$ cat src/rtl/lcell_pkg.sv
package lcell_pkg;
  localparam int NB_NUM  = 4;             // neighbours N, E, S, W
  localparam int BUS_NUM = 4;             // NS1, EW1, NS2, EW2
  localparam int PAIR_NUM = BUS_NUM / 2;  // turn pairs
  localparam int SEL_W   = 3;

  typedef enum logic [1:0] {
    ST_PASS  = 2'd0,
    ST_SWAP  = 2'd1,
    ST_XNAND = 2'd2,
    ST_REGX  = 2'd3
  } fn_state_e;

  typedef struct packed {
    fn_state_e        state;
    logic [SEL_W-1:0] a_sel;
    logic [SEL_W-1:0] b_sel;
    logic             r_en;
    logic [SEL_W-1:0] rd_sel;
    logic [SEL_W-1:0] wr_sel;
    logic             wr_dyn;
    logic             t1_en;
    logic             t1_dir;
    logic             t2_en;
    logic             t2_dir;
  } cell_cfg_t;

  localparam int CFG_W = $bits(cell_cfg_t);
endpackage

$ cat src/rtl/lcell_in_mux.sv
// Selects din[sel] when sel < N, otherwise constant 1.
module lcell_in_mux #(
  parameter int N  = 4,
  parameter int SW = 3
) (
  input  logic [SW-1:0] sel,
  input  logic [N-1:0]  din,
  output logic          dout
);
  localparam int IW = (N > 1) ? $clog2(N) : 1;

  always_comb begin
    if (int'(sel) < N) dout = din[sel[IW-1:0]];
    else               dout = 1'b1;
  end
endmodule

$ cat src/rtl/lcell_core.sv
module lcell_core
  import lcell_pkg::*;
(
  input  logic      clk,
  input  logic      rst_n,
  input  fn_state_e state,
  input  logic      a_in,
  input  logic      l_in,
  input  logic      b_in,
  input  logic      r_en,
  output logic      out_a,
  output logic      out_b
);
  logic left_and, right_and, x_val, n_val, q_reg;

  assign left_and  = a_in & l_in;
  assign right_and = b_in & r_en;
  assign x_val     = left_and ^ right_and;
  assign n_val     = left_and & right_and;

  always_ff @(posedge clk or negedge rst_n) begin
    if (!rst_n)                q_reg <= 1'b0;
    else if (state == ST_REGX) q_reg <= x_val;
  end

  always_comb begin
    unique case (state)
      ST_PASS:  begin out_a = left_and;  out_b = right_and; end
      ST_SWAP:  begin out_a = right_and; out_b = left_and;  end
      ST_XNAND: begin out_a = x_val;     out_b = ~n_val;    end
      default:  begin out_a = q_reg;     out_b = n_val;     end
    endcase
  end

  AST_XNAND_IMPL: assert property (@(posedge clk) disable iff (!rst_n)
    (state == ST_XNAND && out_a) |-> out_b);
  AST_AND_CLEARS_Q: assert property (@(posedge clk) disable iff (!rst_n)
    (state == ST_REGX && out_b) |=> !q_reg);
  AST_Q_HOLD: assert property (@(posedge clk) disable iff (!rst_n)
    (state != ST_REGX) |=> $stable(q_reg));
endmodule

$ cat src/rtl/lcell_bus.sv
module lcell_bus
  import lcell_pkg::*;
#(
  parameter int NBUS  = BUS_NUM,
  parameter int NPAIR = NBUS / 2
) (
  input  logic             clk,
  input  logic             rst_n,
  input  logic [SEL_W-1:0] rd_sel,
  input  logic [SEL_W-1:0] wr_sel,
  input  logic             wr_dyn,
  input  logic             b_sel_val,
  input  logic             drive_val,
  input  logic [NPAIR-1:0] turn_en,
  input  logic [NPAIR-1:0] turn_dir,
  input  logic [NBUS-1:0]  bus_in,
  output logic [NBUS-1:0]  bus_out,
  output logic [NBUS-1:0]  bus_oe,
  output logic             cfg_err
);
  logic            wr_go;
  logic [NBUS-1:0] rd_vec, over;

  assign wr_go = wr_dyn ? b_sel_val : 1'b1;

  for (genvar i = 0; i < NBUS; i++) begin : g_line
    localparam int  PAIR  = i / 2;
    localparam int  PEER  = i ^ 1;
    localparam bit  IS_EW = (i % 2) == 1;
    logic       wr_hit, t_en, t_drv;
    logic [1:0] uses;

    assign wr_hit    = (wr_sel == SEL_W'(i + 1));
    assign rd_vec[i] = (rd_sel == SEL_W'(i + 1));
    assign t_en      = turn_en[PAIR];
    // direction 0: north-south to east-west; 1: east-west to north-south
    assign t_drv     = t_en && (turn_dir[PAIR] != IS_EW);

    assign bus_oe[i]  = (wr_hit && wr_go) || t_drv;
    assign bus_out[i] = (wr_hit && wr_go) ? drive_val :
                        (t_drv ? bus_in[PEER] : 1'b0);

    assign uses    = 2'(rd_vec[i]) + 2'(wr_hit) + 2'(t_en);
    assign over[i] = (uses > 2'd1);
  end

  assign cfg_err = |over;

  AST_READ_WHILE_DRIVEN: assert property (@(posedge clk) disable iff (!rst_n)
    (|(rd_vec & bus_oe)) |-> cfg_err);
  AST_PAIR_BOTH_DRIVEN: assert property (@(posedge clk) disable iff (!rst_n)
    ((&bus_oe[1:0]) || (&bus_oe[3:2])) |-> cfg_err);
endmodule

$ cat src/rtl/logic_cell.sv
module logic_cell
  import lcell_pkg::*;
(
  input  logic               clk,
  input  logic               rst_n,
  input  logic [CFG_W-1:0]   cfg,
  input  logic [NB_NUM-1:0]  nb_a,
  input  logic [NB_NUM-1:0]  nb_b,
  input  logic [BUS_NUM-1:0] bus_in,
  output logic [BUS_NUM-1:0] bus_out,
  output logic [BUS_NUM-1:0] bus_oe,
  output logic               out_a,
  output logic               out_b,
  output logic               cfg_err
);
  cell_cfg_t c;
  logic      a_val, b_val, l_val;

  assign c = cell_cfg_t'(cfg);

  lcell_in_mux #(.N(NB_NUM), .SW(SEL_W)) u_amux (
    .sel(c.a_sel), .din(nb_a), .dout(a_val));

  lcell_in_mux #(.N(NB_NUM), .SW(SEL_W)) u_bmux (
    .sel(c.b_sel), .din(nb_b), .dout(b_val));

  // index 0 is the constant-1 choice, 1..BUS_NUM are the bus lines
  lcell_in_mux #(.N(BUS_NUM + 1), .SW(SEL_W)) u_rdmux (
    .sel(c.rd_sel), .din({bus_in, 1'b1}), .dout(l_val));

  lcell_core u_core (
    .clk(clk), .rst_n(rst_n), .state(c.state),
    .a_in(a_val), .l_in(l_val), .b_in(b_val), .r_en(c.r_en),
    .out_a(out_a), .out_b(out_b));

  lcell_bus #(.NBUS(BUS_NUM)) u_bus (
    .clk(clk), .rst_n(rst_n),
    .rd_sel(c.rd_sel), .wr_sel(c.wr_sel), .wr_dyn(c.wr_dyn),
    .b_sel_val(b_val), .drive_val(out_a),
    .turn_en({c.t2_en, c.t1_en}), .turn_dir({c.t2_dir, c.t1_dir}),
    .bus_in(bus_in), .bus_out(bus_out), .bus_oe(bus_oe),
    .cfg_err(cfg_err));
endmodule

$ cat config.mk
export PLATFORM = sky130hd
export DESIGN_NAME = logic_cell
export DESIGN_NICKNAME = d
export VERILOG_FILES = /design/src/rtl/lcell_pkg.sv /design/src/rtl/lcell_in_mux.sv /design/src/rtl/lcell_core.sv /design/src/rtl/lcell_bus.sv /design/src/rtl/logic_cell.sv
export SDC_FILE = /design/constraint.sdc
export NUM_CORES = 1
export LEC_CHECK = 0
export BUFFER_PORTS_ARGS = -buffer_cell sky130_fd_sc_hd__buf_2
export CAP_MARGIN = 5
export CORE_MARGIN = 5
export CORE_UTILIZATION = 36
export CTS_CLUSTER_SIZE = 25
export DETAILED_ROUTE_END_ITERATION = 10
export HOLD_SLACK_MARGIN = 0.1
export PLACE_DENSITY_LB_ADDON = 0.3
export SYNTH_ARGS = -nofsm -noshare
export SYNTH_HDL_FRONTEND = slang
export SYNTH_SLANG_ARGS = --single-unit
$ cat constraint.sdc
create_clock -name clk -period 1.9 [get_ports clk]
set_clock_uncertainty 0.05 [all_clocks]
set_input_delay 0.19 -clock clk [delete_from_list [all_inputs] [get_ports clk]]
set_output_delay 0.19 -clock clk [all_outputs]
set_load 0.005 [all_outputs]
==> results of run 1 <==
-- worst paths after layout --
path                                          start                        to  cells after the start
max                                          cfg[9]                bus_out[3]                     12
min                                           rst_n  u_core.q_reg$_DFFE_PN0N_                      2
max reg2reg                u_core.q_reg$_DFFE_PN0N_  u_core.q_reg$_DFFE_PN0N_                      1
min reg2reg                u_core.q_reg$_DFFE_PN0N_  u_core.q_reg$_DFFE_PN0N_                      1
max in group asynchronous                     rst_n  u_core.q_reg$_DFFE_PN0N_                      2
min in group clk           u_core.q_reg$_DFFE_PN0N_  u_core.q_reg$_DFFE_PN0N_                      1
-- what timing repair did --
item	4_1_cts	5_1_grt
hold endpoints to repair	1	0
hold buffers	1	0
pin swaps	5	6
setup endpoints to repair	5	6
resized for setup	5	5
buffers inserted	3	0
-- kinds of logic (layout without fill, tap and decap cells) --
group,Yosys count,in the layout,synth area share
AOI/OAI and AO/OA,15,15,0.2074
DFF,1,1,0.04937
adders and majority gates,5,5,0.1235
buffers and inverters,7,64,0.05186
and+or+nand+nor,29,29,0.3062
muxes,13,13,0.2617
-- layout make-up --
type,instances,area share
multi-input cells,62,0.5410
flip-flops and latches,1,0.02825
inverters,7,0.02966
well taps,15,0.02119
repair buffers,57,0.3799
-- per-layer routing --
layer | GRT usage | wire length [um] | up-vias | part of all wire
li1 | - | - | 375 | -
met1 | 0.1545 | 668 | 323 | 0.40
met2 | 0.3048 | 815 | 35 | 0.48
met3 | 0.01504 | 195 | 2 | 0.12
met4 | 0.03315 | 11 | 0 | 0.0065
met5 | 0 | 0 | - | 0
-- power groups by stage --
stage,Sequential [mW],Combinational [mW],Clock (mW)
2_1_floorplan,0.0299,0.0901,0
3_3_place_gp,0.0307,0.186,0
3_5_place_dp,0.0306,0.190,0
4_1_cts,0.0306,0.209,0
5_1_grt,0.0312,0.237,0
6_report,0.0308,0.212,0
-- worst max-delay path, cell delays in order --
cell	delay, ns
buf_8	0.08
mux2i_1	0.16
a22oi_1	0.10
o211ai_1	0.22
inv_1	0.11
ha_4	0.22
mux2i_1	0.12
nor2_1	0.06
a31oi_1	0.15
o31a_1	0.25
mux2i_1	0.10
buf_2	0.13
-- through the flow --
stage	utilization	TNS, ns	hold WS [ns]
after global routing	0.6724	-1.836	0.4726
after CTS	0.6629	-1.000	0.4525
final	0.6724	-1.047	0.4548
after floorplan	-	0	-0.1556
after global placement	0.6173	-1.444	-0.08476
after detailed placement	0.6173	-1.502	-0.08201
-- cell usage in the layout (no fill, tap or decap), drive strengths merged --
cell type and count:
o21a 1, a22oi 2, dfrtp 1, mux2 2, nor2 6, a31oi 2, o31a 1, o21ai 4
inv 7, a22o 1, or4 1, ha 5, and3b 1, nand3b 5, buf 56, nand3 4
a221oi 1, a21oi 2, o211ai 1, nor3b 3, mux2i 11, nor2b 1, dlygate4sd3 1, nand2 8
==> run summary, run 1 <==
Sequential cell area - 25.02 um2
CP Launch Type - input pin
Yosys warning count - 0
Row Count - 13
Detail Route Antenna Nets - 0
CP required - 1.66 ns
Seq/Total Area, Yosys - 0.04938
Leading area contributor after synthesis - mux2i_1
Mapped Area - 506.7 um2
Pwr Density - 273.8 mW/mm2
Setup violators final - 5
Total GRT Usage - 0.1476
DIE AREA - 0.002258 mm2
Sequential share of power - 0.127
Setup crit end kind - output port
Initial antenna violation count - 0
Initial Util - 0.3846
Placed Instances - 138
Failing checks - setup timing
Worst-path clk slew - 0 ns
Clock Latency Late Sink - 0 ns
Fmax - 470.4 MHz
Starting DRT DRC Count - 9
Final Max Tran Viols - 0
Sw Ratio - 0.3920
Final Critical Period - 2.126 ns
Top FF cell, synth - dfrtp_1
Max FFs per register - 1
Unrepaired setup endpoints after global routing - true
DR vias/cell - 5.176
WS Path Type - input pin to output port
Max-cap viol count - 0
Total Wirelength - 1.691 mm
Pwr Total - 242.6 uW
Residual DRC count - 0
Fin area - 885.9 um2
P&R area growth vs syn - 74.81%
Drt pass-1 iters - 4
Post-synth EDFFs - 0
Synth cell types - 22
Ant diodes - 0
Sw Pwr - 95.09 uW
Routed via count - 735
Die X - 47.52 um
Post-synth ARST share - 1.000
Post-route insts no fill - 142
Int Pwr - 147.5 uW
Synth area leaders - mux2i_1, ha_1, nand3b_1
Largest net degree at the start of global routing - 7
Peak supply drop - 0.0002341 V
Mapped Avg Cell Area - 7.239 um2
Vias in the first global route - 745
Worst-path fanout max - 5
Leak Pwr - 0.5192 nW
I/O Pins - 45
Cell Area, Placed - 813.3 um2
Worst min path class - input pin to async pin
Top-area cell type share of the netlist area - 0.2173
Synth Instances - 70
Share of layout cells above drive strength 1 - 0.4961
Wire per inst - 11.91 um
#FFs+latches synth - 1
HPWL Detailed - 1.455 mm
Clock Power Share - 0
Status - finished with violations
Cell with the most instances after synthesis - mux2i_1
Final Cycle Share - 1.119
GRT overflow - 0
Core Box Area - 0.001318 mm2
Syn nets - 109
Commonest cells in the netlist - mux2i_1, nand2_1, inv_1, nor2_1
Logic pwr share - 0.873
DP Worst Slack - -0.3161 ns
Tightest Pin Transition - 0.2264 ns
FF-to-FF setup slack - 1.10 ns
Final Wtd Congestion - 0.7830
Relative slew slack - 0.8447
Port Buffers - 44
Die Ht - 47.52 um
Fill cells - 129
Fin. Hold Viols - 0
Global-route wire length before repair - 2.580 mm
Layout Nets - 168
Worst Path Arrival - 1.89 ns
Multi-input logic area - 479.2 um2
Post-route setup slack - -0.2258 ns
No activity file was read; power rests on OpenSTA's default activity.
==> inputs of run 2 (changes only) <==
CORE_UTILIZATION = 39   (was 36)
clock period = 2.6 ns   (was 1.9 ns; I/O delays follow)
==> run 2 against run 1 <==
Net effect: the flow now finishes without violations; flip-flop and latch count did not move; setup slack improved by 0.42 ns; combinational power is 37% lower; total power down 36%; critical path depth is the same; first-iteration DRC count down 56%; sequential power fell by 26%; global-route usage decreased by 1.3 points; sequential share of layout area is 0.41 points higher; via count decreased by 10%; final cell count fell by 8.5%; hold slack better by 0.0092 ns; critical path type unchanged; largest power group unchanged.
==> run summary, run 2 (synthesis results as in run 1) <==
Fmax - 416.4 MHz
Peak supply drop - 0.0001366 V
Worst min path class - flip-flop to flip-flop
Max FFs per register - 1
Clock Power Share - 0
Post-route setup slack - 0.1982 ns
Unrepaired setup endpoints after global routing - false
Most common cell after layout, fill and taps aside - buf_2
Drt pass-1 iters - 4
HPWL Detailed - 1.310 mm
Largest net degree at the start of global routing - 7
Vias in the first global route - 605
Total Wirelength - 1.477 mm
P&R area growth vs syn - 52.84%
Max-cap viol count - 0
CP Launch Type - input pin
Sw Ratio - 0.4197
Sw Pwr - 65.40 uW
Share of layout cells above drive strength 1 - 0.4174
Final Critical Period - 2.402 ns
Initial Util - 0.3994
Pwr Density - 201.2 mW/mm2
Die X - 46.05 um
WS Path Type - input pin to output port
Layout Nets - 156
Wire per inst - 11.36 um
Setup TNS - 0 ns
Sequential share of power - 0.146
Initial antenna violation count - 0
Logic pwr share - 0.854
Setup crit end kind - output port
Final Wtd Congestion - 0.7936
CP required - 2.29 ns
Leak Pwr - 0.4577 nW
Final Max Tran Viols - 0
DP Worst Slack - 0.1152 ns
Most frequent cells in the layout - buf_2, mux2i_1, nand2_1
Total GRT Usage - 0.1349
GRT overflow - 0
Tightest Pin Transition - 0.3862 ns
Residual DRC count - 0
Worst-path clk slew - 0 ns
Core Box Area - 0.001269 mm2
DIE AREA - 0.002120 mm2
Starting DRT DRC Count - 4
Fill cells - 116
DR vias/cell - 5.062
Row Count - 13
Port Buffers - 44
Detail Route Antenna Nets - 0
Die Ht - 46.05 um
Worst-path fanout max - 6
Routed via count - 658
Worst Path Arrival - 2.09 ns
Global-route wire length before repair - 2.270 mm
Int Pwr - 90.43 uW
Final Cycle Share - 0.9238
Ant diodes - 0
Relative slew slack - 0.7425
Clock Latency Late Sink - 0 ns
Fin. Hold Viols - 0
Setup violators final - 0
I/O Pins - 45
Status - complete, no violations
[run 2: final timing paths]
| check | from | to | slack, ns | depth (start not counted) |
|---|---|---|---|---|
| max | cfg[9] | bus_out[3] | 0.20 | 12 |
| min | u_core.q_reg$_DFFE_PN0N_ | u_core.q_reg$_DFFE_PN0N_ | 0.46 | 1 |
| max reg2reg | u_core.q_reg$_DFFE_PN0N_ | u_core.q_reg$_DFFE_PN0N_ | 1.80 | 1 |
| min reg2reg | u_core.q_reg$_DFFE_PN0N_ | u_core.q_reg$_DFFE_PN0N_ | 0.46 | 1 |
| max in group asynchronous | rst_n | u_core.q_reg$_DFFE_PN0N_ | 1.90 | 2 |
| min in group asynchronous | rst_n | u_core.q_reg$_DFFE_PN0N_ | 0.52 | 2 |
[run 2: critical path, cell delays in order]
cell and delay [ns]:
buf_6 0.09, mux2i_1 0.18, a22oi_1 0.11, o211ai_1 0.30, inv_1 0.13, ha_4 0.23
mux2i_1 0.14, nor2_1 0.05, a31oi_1 0.14, o31a_1 0.25, mux2i_1 0.09, buf_2 0.13
[run 2: timing repair]
item                       in CTS  in global routing
hold endpoints to repair        1                  0
setup buffers                   0                  0
setup endpoints to repair       0                  5
resized for setup               0                  3
hold buffers                    1                  0
[run 2: layout make-up]
class,instances,area [um2],area share
Multi-Input combinational cell,62,467.9,0.6042
Timing Repair Buffer,45,236.5,0.3053
Inverter,7,26.28,0.03393
Sequential cell,1,25.02,0.03231
Tap cell,15,18.77,0.02423
[run 2: per-layer routing]
layer,vias to the layer above,wire (um),track usage
met5,-,0,0
met4,0,0,0
met3,0,158,0.01186
met2,27,736,0.2582
met1,280,582,0.1690
li1,351,-,-
[run 2: through the flow]
stage	total power [mW]	util	std cells	hold WS, ns	instance area (um2)
4_1_cts	0.1525	0.5957	130	0.4682	755.7
3_3_place_gp	0.1466	0.5878	129	-0.01572	745.7
2_1_floorplan	0.08765	-	70	-0.08559	506.7
5_1_grt	0.1738	0.6105	130	0.4831	774.5
6_report	0.1558	0.6105	130	0.4640	774.5
3_5_place_dp	0.1506	0.5878	129	-0.01464	745.7
[run 2: power groups by stage]
stage               Clock [mW]  Combinational, mW  Sequential, mW
finish                       0              0.133          0.0228
CTS                          0              0.130          0.0228
floorplan                    0             0.0658          0.0218
detailed placement           0              0.128          0.0228
global route                 0              0.151          0.0232
global placement             0              0.124          0.0222
==> inputs of run 3 (changes only) <==
PLACE_DENSITY_LB_ADDON = 0.05   (was 0.3)
==> run 3 against run 2 <==
Net effect: final area rose by 1.1%; fmax fell by 1.1%; die area is the same; critical path depth unchanged; hold slack worse by 0.021 ns; largest power group unchanged; via count rose by 1.1%; combinational power about the same; final cell count is 0.77% higher; register-to-register slack better by 0.02 ns; setup slack got worse by 0.026 ns; critical path type unchanged; total power barely moved.
==> run summary, run 3 (synthesis results as in run 1) <==
Tightest Pin Transition - 0.3831 ns
Pwr Total - 155.8 uW
Clock Power Share - 0
Int Pwr - 91.36 uW
CP max stage delay - 0.26 ns
Residual DRC count - 0
GRT overflow - 0
Worst setup path start - cfg[9]
Sequential share of power - 0.142
Port Buffers - 44
P&R area growth vs syn - 54.57%
Sequential cell area - 25.02 um2
Die X - 46.05 um
Peak supply drop - 0.0001712 V
Setup violators final - 0
Cell Area, Placed - 745.7 um2
Largest net degree at the start of global routing - 7
Sw Pwr - 64.48 uW
CP Launch Type - input pin
Multi-input logic area - 473.0 um2
DP Worst Slack - 0.1454 ns
Worst r2r path cells - 1
Ant diodes - 0
Final Max Tran Viols - 0
Most frequent cells in the layout - buf_2, mux2i_1, nand2_1
Pwr Density - 199.0 mW/mm2
Final Critical Period - 2.428 ns
Crit path buf inv count - 3
Worst Path Arrival - 2.12 ns
Total Wirelength - 1.454 mm
Starting DRT DRC Count - 12
Vias in the first global route - 569
CP most frequent cell - mux2i_1
Max-cap viol count - 0
Worst flop-to-flop path endpoint - u_core.q_reg$_DFFE_PN0N_
WS Path Type - input pin to output port
DIE AREA - 0.002120 mm2
Routed via count - 665
CP Cell Sequence - clkbuf_4 > mux2i_1 > a22oi_1 > o211ai_1 > inv_1 > ha_4 > mux2i_1 > nor2_1 > a31oi_1 > o31a_1 > mux2i_1 > buf_2
DR vias/cell - 5.076
Final Cycle Share - 0.9339
Die Ht - 46.05 um
Fmax - 411.9 MHz
Total GRT Usage - 0.1268
Logic pwr share - 0.858
Global-route wire length before repair - 2.152 mm
Worst-path fanout max - 6
Clock Latency Late Sink - 0 ns
Status - complete, no violations
Post-route setup slack - 0.1719 ns
Relative slew slack - 0.7446
Sw Ratio - 0.4138
Setup crit end kind - output port
Core Box Area - 0.001269 mm2
Critical path's top delay family - compound AO/OA/AOI/OAI gates
Placed Instances - 129
Crit-path slowest cell - o31a_1
Fill cells - 130
Fin. Hold Viols - 0
FF-to-FF setup slack - 1.82 ns
Post-route insts no fill - 131
I/O Pins - 45
Worst-path clk slew - 0 ns
Reg-to-reg startpoint - u_core.q_reg$_DFFE_PN0N_
Leak Pwr - 0.4629 nW
Max FFs per register - 1
HPWL Detailed - 1.253 mm
Drt pass-1 iters - 2
Detail Route Antenna Nets - 0
Row Count - 13
Final Wtd Congestion - 0.7573
Setup TNS - 0 ns
Layout Nets - 157
Wire per inst - 11.10 um
Capture point of the worst path - bus_out[3]
Initial Util - 0.3994
Levels on crit path - 12
Worst min path class - flip-flop to flip-flop
Share of layout cells above drive strength 1 - 0.4310
Initial antenna violation count - 0
Unrepaired setup endpoints after global routing - false
Fin area - 783.3 um2
CP required - 2.29 ns
Most common cell after layout, fill and taps aside - buf_2
run 3: cell count changes in the layout (fill, tap and decap cells not counted), sizes merged:
cell and change:
clkbuf +1
run 3: through the flow:
| step | hold WS, ns | utilization |
|---|---|---|
| floorplan | -0.08559 | - |
| global placement | -0.01460 | 0.5878 |
| detailed placement | -0.01334 | 0.5878 |
| CTS | 0.4469 | 0.5957 |
| global route | 0.4809 | 0.6174 |
| finish | 0.4432 | 0.6174 |
run 3: power groups by stage:
stage	clock network, mW	registers, mW	logic (mW)
after detailed placement	0	0.0222	0.126
after CTS	0	0.0222	0.127
after global routing	0	0.0230	0.153
after floorplan	0	0.0218	0.0658
after global placement	0	0.0222	0.124
final	0	0.0221	0.134
run 3: final cells by class:
type,instances,share of cell area
repair buffers,46,0.3067
well taps,15,0.02396
inverters,7,0.03355
multi-input cells,62,0.6038
flip-flops and latches,1,0.03195
run 3: worst min path at each step:
| stage | startpoint | end | slack [ns] | depth (start not counted) |
|---|---|---|---|---|
| after floorplan | rst_n | u_core.q_reg$_DFFE_PN0N_ | -0.09 | 0 |
| after global placement | rst_n | u_core.q_reg$_DFFE_PN0N_ | -0.01 | 1 |
| after detailed placement | rst_n | u_core.q_reg$_DFFE_PN0N_ | -0.01 | 1 |
| after CTS | u_core.q_reg$_DFFE_PN0N_ | u_core.q_reg$_DFFE_PN0N_ | 0.45 | 1 |
| after global routing | u_core.q_reg$_DFFE_PN0N_ | u_core.q_reg$_DFFE_PN0N_ | 0.48 | 1 |
| final | u_core.q_reg$_DFFE_PN0N_ | u_core.q_reg$_DFFE_PN0N_ | 0.44 | 1 |
run 3: per-layer routing:
metal  global-route usage  share of wire  vias up
li1                     -              -      354
met1               0.1820           0.47      285
met2               0.2170           0.43       26
met3             0.007905           0.10        0
met4                    0              0        0
met5                    0              0        -
run 3: what timing repair did:
action | 4_1_cts | 5_1_grt
hold buffers | 1 | 0
setup buffers | 0 | 1
gates resized for setup | 0 | 3
hold endpoints to repair | 1 | 0
endpoints found under the setup margin | 0 | 5
